<file path="config.mk">
export PLATFORM = sky130hd
export DESIGN_NAME = mpu_region_guard
export DESIGN_NICKNAME = d
export VERILOG_FILES = /design/src/rtl/mpu_pkg.sv /design/src/rtl/mpu_window_bank.sv /design/src/rtl/mpu_window_match.sv /design/src/rtl/mpu_top_pick.sv /design/src/rtl/mpu_region_guard.sv
export SDC_FILE = /design/constraint.sdc
export NUM_CORES = 1
export LEC_CHECK = 0
export BUFFER_PORTS_ARGS = -buffer_cell sky130_fd_sc_hd__buf_2
export CORE_ASPECT_RATIO = 0.7
export CORE_UTILIZATION = 50
export DETAILED_ROUTE_END_ITERATION = 8
export PLACE_DENSITY = 0.7
export SYNTH_ARGS = -nofsm -noshare
export SYNTH_HDL_FRONTEND = slang
export SYNTH_SLANG_ARGS = --single-unit
</file>
<file path="constraint.sdc">
create_clock -name clk -period 3.9 [get_ports clk]
set_input_delay 0.975 -clock clk [delete_from_list [all_inputs] [get_ports clk]]
set_output_delay 0.975 -clock clk [all_outputs]
set_load 0.02 [all_outputs]
</file>
<file path="src/rtl/mpu_pkg.sv">
package mpu_pkg;
  localparam int unsigned ADDR_W = 32;
  localparam int unsigned SIZE_W = 5;

  typedef enum logic [1:0] {
    PERM_NONE    = 2'b00,
    PERM_PRIV    = 2'b01,
    PERM_USER_RD = 2'b10,
    PERM_ALL     = 2'b11
  } perm_e;

  typedef struct packed {
    logic [ADDR_W-1:0] base;
    logic [SIZE_W-1:0] code;
    logic              en;
    logic [1:0]        iperm;
    logic [1:0]        dperm;
    logic              cache;
    logic              buff;
  } window_t;

  function automatic logic perm_grants(input logic [1:0] code, input logic wr, input logic priv);
    case (perm_e'(code))
      PERM_NONE:    perm_grants = 1'b0;
      PERM_PRIV:    perm_grants = priv;
      PERM_USER_RD: perm_grants = priv | ~wr;
      default:      perm_grants = 1'b1;
    endcase
  endfunction
endpackage

</file>
<file path="src/rtl/mpu_window_bank.sv">
module mpu_window_bank import mpu_pkg::*; #(
  parameter int NUM_WIN = 8,
  parameter int IDX_W   = $clog2(NUM_WIN)
) (
  input  logic                            clk,
  input  logic                            rst,
  input  logic                            cfg_we,
  input  logic [IDX_W-1:0]                cfg_idx,
  input  window_t                         cfg_rec,
  input  logic                            ctl_we,
  input  logic                            ctl_enable,
  output logic                            glob_en,
  output logic [NUM_WIN-1:0][ADDR_W-1:0]  base_o,
  output logic [NUM_WIN-1:0][SIZE_W-1:0]  code_o,
  output logic [NUM_WIN-1:0]              en_o,
  output logic [NUM_WIN-1:0][1:0]         iperm_o,
  output logic [NUM_WIN-1:0][1:0]         dperm_o,
  output logic [NUM_WIN-1:0]              cache_o,
  output logic [NUM_WIN-1:0]              buf_o
);
  window_t win_q [NUM_WIN];

  for (genvar g = 0; g < NUM_WIN; g++) begin : g_win
    always_ff @(posedge clk) begin
      if (rst) begin
        win_q[g] <= '0;
      end else if (cfg_we && cfg_idx == IDX_W'(g)) begin
        win_q[g] <= cfg_rec;
      end
    end
    assign base_o[g]  = win_q[g].base;
    assign code_o[g]  = win_q[g].code;
    assign en_o[g]    = win_q[g].en;
    assign iperm_o[g] = win_q[g].iperm;
    assign dperm_o[g] = win_q[g].dperm;
    assign cache_o[g] = win_q[g].cache;
    assign buf_o[g]   = win_q[g].buff;
  end

  always_ff @(posedge clk) begin
    if (rst) begin
      glob_en <= 1'b0;
    end else if (ctl_we) begin
      glob_en <= ctl_enable;
    end
  end

  assert_cfg_write_R11: assert property (@(posedge clk) disable iff (rst)
    cfg_we |=> (en_o[$past(cfg_idx)] == $past(cfg_rec.en)) && (base_o[$past(cfg_idx)] == $past(cfg_rec.base)));
  assert_ctl_write_R12: assert property (@(posedge clk) disable iff (rst)
    ctl_we |=> glob_en == $past(ctl_enable));
  assert_ctl_hold_R12: assert property (@(posedge clk) disable iff (rst)
    !ctl_we |=> $stable(glob_en));
endmodule

</file>
<file path="src/rtl/mpu_window_match.sv">
module mpu_window_match import mpu_pkg::*; #(
  parameter int NUM_WIN  = 8,
  parameter int MIN_CODE = 11
) (
  input  logic [ADDR_W-1:0]               addr,
  input  logic [NUM_WIN-1:0][ADDR_W-1:0]  base_i,
  input  logic [NUM_WIN-1:0][SIZE_W-1:0]  code_i,
  input  logic [NUM_WIN-1:0]              en_i,
  output logic [NUM_WIN-1:0]              hit_vec
);
  localparam logic [SIZE_W-1:0] MIN_C = SIZE_W'(MIN_CODE);

  for (genvar g = 0; g < NUM_WIN; g++) begin : g_cmp
    logic [SIZE_W-1:0] eff_code;
    logic [ADDR_W:0]   span;
    logic [ADDR_W:0]   low_ones;
    logic [ADDR_W-1:0] keep;
    always_comb begin
      eff_code = (code_i[g] < MIN_C) ? MIN_C : code_i[g];
      span     = (ADDR_W+1)'(1) << ({1'b0, eff_code} + 6'd1);
      low_ones = span - (ADDR_W+1)'(1);
      keep     = ~low_ones[ADDR_W-1:0];
      hit_vec[g] = en_i[g] && ((addr & keep) == (base_i[g] & keep));
    end
  end
endmodule

</file>
<file path="src/rtl/mpu_top_pick.sv">
module mpu_top_pick #(
  parameter int NUM_WIN = 8,
  parameter int IDX_W   = $clog2(NUM_WIN)
) (
  input  logic [NUM_WIN-1:0] hit_vec,
  output logic               any_hit,
  output logic [IDX_W-1:0]   win_idx
);
  always_comb begin
    any_hit = 1'b0;
    win_idx = '0;
    for (int i = 0; i < NUM_WIN; i++) begin
      if (hit_vec[i]) begin
        any_hit = 1'b1;
        win_idx = IDX_W'(i);
      end
    end
  end
endmodule

</file>
<file path="src/rtl/mpu_region_guard.sv">
module mpu_region_guard import mpu_pkg::*; #(
  parameter int NUM_WIN  = 8,
  parameter int MIN_CODE = 11,
  parameter int IDX_W    = $clog2(NUM_WIN)
) (
  input  logic              clk,
  input  logic              rst,
  input  logic              cfg_we,
  input  logic [IDX_W-1:0]  cfg_idx,
  input  logic [31:0]       cfg_base,
  input  logic [4:0]        cfg_size,
  input  logic              cfg_en,
  input  logic [1:0]        cfg_iperm,
  input  logic [1:0]        cfg_dperm,
  input  logic              cfg_cache,
  input  logic              cfg_buf,
  input  logic              ctl_we,
  input  logic              ctl_enable,
  input  logic              acc_valid,
  input  logic [31:0]       acc_addr,
  input  logic              acc_instr,
  input  logic              acc_write,
  input  logic              acc_priv,
  output logic              rsp_valid,
  output logic              rsp_abort,
  output logic              rsp_cache,
  output logic              rsp_buf,
  output logic              rsp_hit,
  output logic [IDX_W-1:0]  rsp_region
);
  window_t                        cfg_rec;
  logic                           glob_en;
  logic [NUM_WIN-1:0][ADDR_W-1:0] w_base;
  logic [NUM_WIN-1:0][SIZE_W-1:0] w_code;
  logic [NUM_WIN-1:0]             w_en, w_cache, w_buf, hit_vec;
  logic [NUM_WIN-1:0][1:0]        w_iperm, w_dperm;
  logic                           any_hit;
  logic [IDX_W-1:0]               win_idx;
  logic [1:0]                     perm_sel;
  logic                           granted;

  assign cfg_rec = '{base: cfg_base, code: cfg_size, en: cfg_en, iperm: cfg_iperm,
                     dperm: cfg_dperm, cache: cfg_cache, buff: cfg_buf};

  mpu_window_bank #(.NUM_WIN(NUM_WIN), .IDX_W(IDX_W)) u_bank (
    .clk(clk), .rst(rst), .cfg_we(cfg_we), .cfg_idx(cfg_idx), .cfg_rec(cfg_rec),
    .ctl_we(ctl_we), .ctl_enable(ctl_enable), .glob_en(glob_en),
    .base_o(w_base), .code_o(w_code), .en_o(w_en), .iperm_o(w_iperm),
    .dperm_o(w_dperm), .cache_o(w_cache), .buf_o(w_buf)
  );

  mpu_window_match #(.NUM_WIN(NUM_WIN), .MIN_CODE(MIN_CODE)) u_match (
    .addr(acc_addr), .base_i(w_base), .code_i(w_code), .en_i(w_en), .hit_vec(hit_vec)
  );

  mpu_top_pick #(.NUM_WIN(NUM_WIN), .IDX_W(IDX_W)) u_pick (
    .hit_vec(hit_vec), .any_hit(any_hit), .win_idx(win_idx)
  );

  // Fetches use the fetch code and are always reads.
  assign perm_sel = acc_instr ? w_iperm[win_idx] : w_dperm[win_idx];
  assign granted  = any_hit && perm_grants(perm_sel, acc_write & ~acc_instr, acc_priv);

  always_ff @(posedge clk) begin
    if (rst) begin
      rsp_valid  <= 1'b0;
      rsp_abort  <= 1'b0;
      rsp_cache  <= 1'b0;
      rsp_buf    <= 1'b0;
      rsp_hit    <= 1'b0;
      rsp_region <= '0;
    end else begin
      rsp_valid <= acc_valid;
      if (acc_valid && glob_en) begin
        rsp_abort  <= ~granted;
        rsp_cache  <= granted & w_cache[win_idx];
        rsp_buf    <= granted & w_buf[win_idx];
        rsp_hit    <= any_hit;
        rsp_region <= any_hit ? win_idx : '0;
      end else begin
        rsp_abort  <= 1'b0;
        rsp_cache  <= 1'b0;
        rsp_buf    <= 1'b0;
        rsp_hit    <= 1'b0;
        rsp_region <= '0;
      end
    end
  end

  assert_reset_clear_R1: assert property (@(posedge clk) disable iff (rst)
    $past(rst) |-> !rsp_valid && !rsp_abort && !rsp_hit);
  assert_resp_valid_R2: assert property (@(posedge clk) disable iff (rst)
    acc_valid |=> rsp_valid);
  assert_idle_quiet_R2: assert property (@(posedge clk) disable iff (rst)
    !acc_valid |=> !rsp_valid && !rsp_abort && !rsp_cache && !rsp_buf);
  assert_disabled_pass_R3: assert property (@(posedge clk) disable iff (rst)
    (acc_valid && !glob_en) |=> !rsp_abort && !rsp_cache && !rsp_buf && !rsp_hit);
  assert_miss_abort_R4: assert property (@(posedge clk) disable iff (rst)
    (acc_valid && glob_en && hit_vec == '0) |=> rsp_abort && !rsp_hit);
  assert_winner_hits_R7: assert property (@(posedge clk) disable iff (rst)
    any_hit |-> hit_vec[win_idx] && (hit_vec >> win_idx) == NUM_WIN'(1));
  assert_abort_no_attr_R9: assert property (@(posedge clk) disable iff (rst)
    (acc_valid && glob_en && any_hit && !granted) |=> rsp_abort && !rsp_cache && !rsp_buf);
endmodule

</file>
==> impl_metrics.py <==
metrics = {
    "setup_path": {
        "required_time_worst_endpoint_ns": 4.38,
        "path_class": "in2reg",
        "end_kind": "flip-flop",
        "start_kind": "input pin",
        "worstPathArrival_ns": 4.29,
        "critPathMaxFanout": 4,
    },
    "routing": {
        "drt_iter0_drc": 1902,
        "ant_nets": 0,
        "drtPass1Iterations": 6,
        "routed_wl_um": 55720,
        "detailroute.via_count": 13722,
        "drc": 0,
        "vias_per_cell": 5.953,
        "wl_per_cell_um": 24.17,
    },
    "global_routing": {
        "antenna_found_initial": 7,
        "global_route.peak_usage_layer": "met1",
        "grtUsageMet1_pct": 45.48,
        "grt_use_total_pct": 29.88,
        "grt_start_max_net_pins": 39,
        "met2_usage_pct": 41.77,
        "grt_pass1_vias": 12561,
        "use_met3_pct": 6.836,
        "overflow_left_after_global_routing": 0,
        "wire_length_of_the_first_global_routing_pass_um": 79960,
    },
    "clock_tree": {
        "tritoncts.num_buffers": 35,
        "cts_max_level": 2,
        "clk_path_buf_depth": 3,
        "insertion_delay_ns": 0.54,
        "path_clk_slew_ns": 0.06,
        "cts_root_buf": "sky130_fd_sc_hd__clkbuf_16",
        "cts_tree": "built",
        "cts_sinks": 313,
    },
    "timing": {
        "finalSetupViolCount": 0,
        "worst-slew-pin-transition_ns": 1.197,
        "timing.final.hold_violations": 0,
        "final_period_minus_worst_setup_slack_ns": 3.817,
        "final.setup_skew_ns": 0.01456,
        "relSlewSlack_pct": 20.20,
        "final_max_slew_viol_count": 0,
        "fmax_mhz": 262.0,
        "fin_crit_sh_pct": 97.87,
    },
    "floorplan": {
        "height_of_the_die_um": 160.6,
        "ioPinCount": 96,
        "die-area_sq_um": 36710,
        "rows": 57,
        "placeableCoreArea_sq_um": 35020,
        "initial_utilization_pct": 51.31,
        "dieWidth_um": 228.6,
    },
    "layout": {
        "layout_common_cells": "sky130_fd_sc_hd__and2_1, sky130_fd_sc_hd__edfxtp_1, sky130_fd_sc_hd__buf_4, sky130_fd_sc_hd__xnor2_1, sky130_fd_sc_hd__xor2_1",
        "final-instance-count-excl-fill": 2305,
        "finalCoreUtilization_pct": 61.06,
        "drive_above_1_share_pct": 21.31,
        "synthToLayoutAreaGrowth_pct": 19.00,
        "number_of_nets_in_the_layout": 1901,
        "fill_cells": 2822,
        "layout.cells.most_common": "sky130_fd_sc_hd__and2_1",
    },
    "placed_design": {
        "numPortBuffers": 83,
        "placed_cells_incl_taps": 2199,
        "place.detailed.hpwl_um": 38270,
        "globalplace.congestion": 0.9354,
    },
    "synthesis": {
        "postSynth.asyncResetShare_pct": 0,
        "syn_avg_cell_area_sq_um": 11.05,
        "syn-cell-area_sq_um": 17970,
        "postSynthRegisterBits": 313,
        "number_of_flops_mapped_to_enable_cells_by_yosys": 304,
        "synth_warnings": 0,
        "synth_flop_cell": "sky130_fd_sc_hd__edfxtp_1",
        "synth-seq-area-share_pct": 51.81,
        "netlist_instances": 1626,
        "synthDistinctLibCells": 97,
    },
    "power": {
        "total_power_density_per_cell_area_nw_per_um2": 401.2,
        "power.ir.vdd_worst_mv": 0.3786,
        "leakage_nw": 7.866,
    },
    "outcome": {
        "run_status": "complete, no violations",
    },
    "worst_hold_path": {
        "hold_class": "reg2reg",
    },
    "run": {
        "maxCapViolCount": 0,
    },
}
[worst max-delay path, stage by stage]
cell and delay (ns):
sky130_fd_sc_hd__buf_2 0.21, sky130_fd_sc_hd__buf_12 0.15, sky130_fd_sc_hd__buf_4 0.20, sky130_fd_sc_hd__xnor2_1 0.13, sky130_fd_sc_hd__a21oi_1 0.05, sky130_fd_sc_hd__a211oi_1 0.43
sky130_fd_sc_hd__and4_4 0.36, sky130_fd_sc_hd__a211oi_4 0.08, sky130_fd_sc_hd__nor3_4 0.22, sky130_fd_sc_hd__buf_6 0.15, sky130_fd_sc_hd__mux2_4 0.30, sky130_fd_sc_hd__a21o_1 0.15
sky130_fd_sc_hd__a311o_1 0.39, sky130_fd_sc_hd__a31oi_4 0.28, sky130_fd_sc_hd__o21ba_1 0.17
[cell usage after synthesis (15+ instances only)]
cell type / number / area [sq um]
sky130_fd_sc_hd__and2_1: 310 / 1939
sky130_fd_sc_hd__edfxtp_1: 304 / 9129
sky130_fd_sc_hd__xnor2_1: 113 / 989.7
sky130_fd_sc_hd__xor2_1: 103 / 902.1
sky130_fd_sc_hd__clkbuf_1: 92 / 345.3
sky130_fd_sc_hd__o21ai_0: 74 / 370.4
sky130_fd_sc_hd__a21oi_1: 70 / 350.3
sky130_fd_sc_hd__nand2_1: 64 / 240.2
sky130_fd_sc_hd__nor2_1: 44 / 165.2
sky130_fd_sc_hd__buf_2: 36 / 180.2
sky130_fd_sc_hd__a31oi_1: 26 / 162.7
sky130_fd_sc_hd__nor3_1: 25 / 125.1
sky130_fd_sc_hd__inv_1: 18 / 67.56
sky130_fd_sc_hd__nand3_1: 17 / 85.08
sky130_fd_sc_hd__mux2i_1: 15 / 150.1
[path summary, 6_finish.rpt]
| kind | depth (start not counted) | endpoint | from | slack [ns] |
|---|---|---|---|---|
| setup / recovery | 15 | rsp_abort | acc_addr[22] | 0.08 |
| hold / removal | 2 | u_bank.glob_en | u_bank.glob_en | 0.54 |
| setup reg to reg | 15 | rsp_abort | u_bank.win_q[0][52] | 0.09 |
| hold reg to reg | 2 | u_bank.glob_en | u_bank.glob_en | 0.54 |
[timing repair]
action,4_1_cts,5_1_grt
gates resized for setup,0,55
buffers inserted,0,41
hold buffers,0,0
setup endpoints to repair,0,3
[area by class of cell]
| cell class | instances | area, sq um | share of cell area [%] |
|---|---|---|---|
| Sequential cell | 313 | 9309 | 43.53 |
| Multi-Input combinational cell | 1176 | 8382 | 39.20 |
| Timing Repair Buffer | 261 | 1939 | 9.070 |
| Clock buffer | 46 | 959.7 | 4.488 |
| Tap cell | 472 | 590.6 | 2.762 |
| Clock inverter | 16 | 127.6 | 0.5968 |
| Inverter | 18 | 67.56 | 0.3160 |
| Antenna cell | 3 | 7.507 | 0.03511 |
[kinds of logic (layout without fill, tap and decap cells)]
family,Yosys count,after routing,share of synthesized area [%]
simple gates,575,575,19.40
xor+xnor,216,216,10.53
mux,24,24,1.400
other cells,1,19,0.02087
compound gates,336,336,12.69
fa+ha+maj,9,9,0.6128
buf+inv,152,341,3.537
flops,313,313,51.81
[per-stage QoR]
stage	setup slack (ns)	total power, mW	TNS, ns	hold WS (ns)	cell area, sq um
2_1_floorplan	0.006848	4.807	0	0.4365	18090
3_3_place_gp	-0.4770	5.251	-1.796	0.5001	19740
3_5_place_dp	-0.4555	5.273	-1.568	0.5207	19740
4_1_cts	0.02806	8.472	0	0.5360	20820
5_1_grt	-0.02205	8.837	-0.02205	0.5503	21380
6_report	0.08312	8.579	0	0.5425	21380
[where the power goes]
part / switching [mW] / total [mW] / leakage, nW / internal, mW
Clock: 1.38 / 3.25 / 0.520 / 1.86
Sequential: 0.134 / 4.05 / 3.01 / 3.91
Combinational: 0.766 / 1.28 / 4.33 / 0.518
[layer usage]
layer | share of wire (%) | up-vias
met1 | 43 | 6689
li1 | - | 6199
met3 | 12 | 101
met5 | 0.13 | -
met4 | 3.1 | 2
met2 | 41 | 731
[state kept, by name, summed over array words and instances, names as in the netlist]
register / flops
rsp_region: 3
u_bank.glob_en: 1
rsp_abort: 1
u_bank.win_q: 304
rsp_buf: 1
rsp_cache: 1
rsp_valid: 1
rsp_hit: 1
No activity file was read; power rests on OpenSTA's default activity.
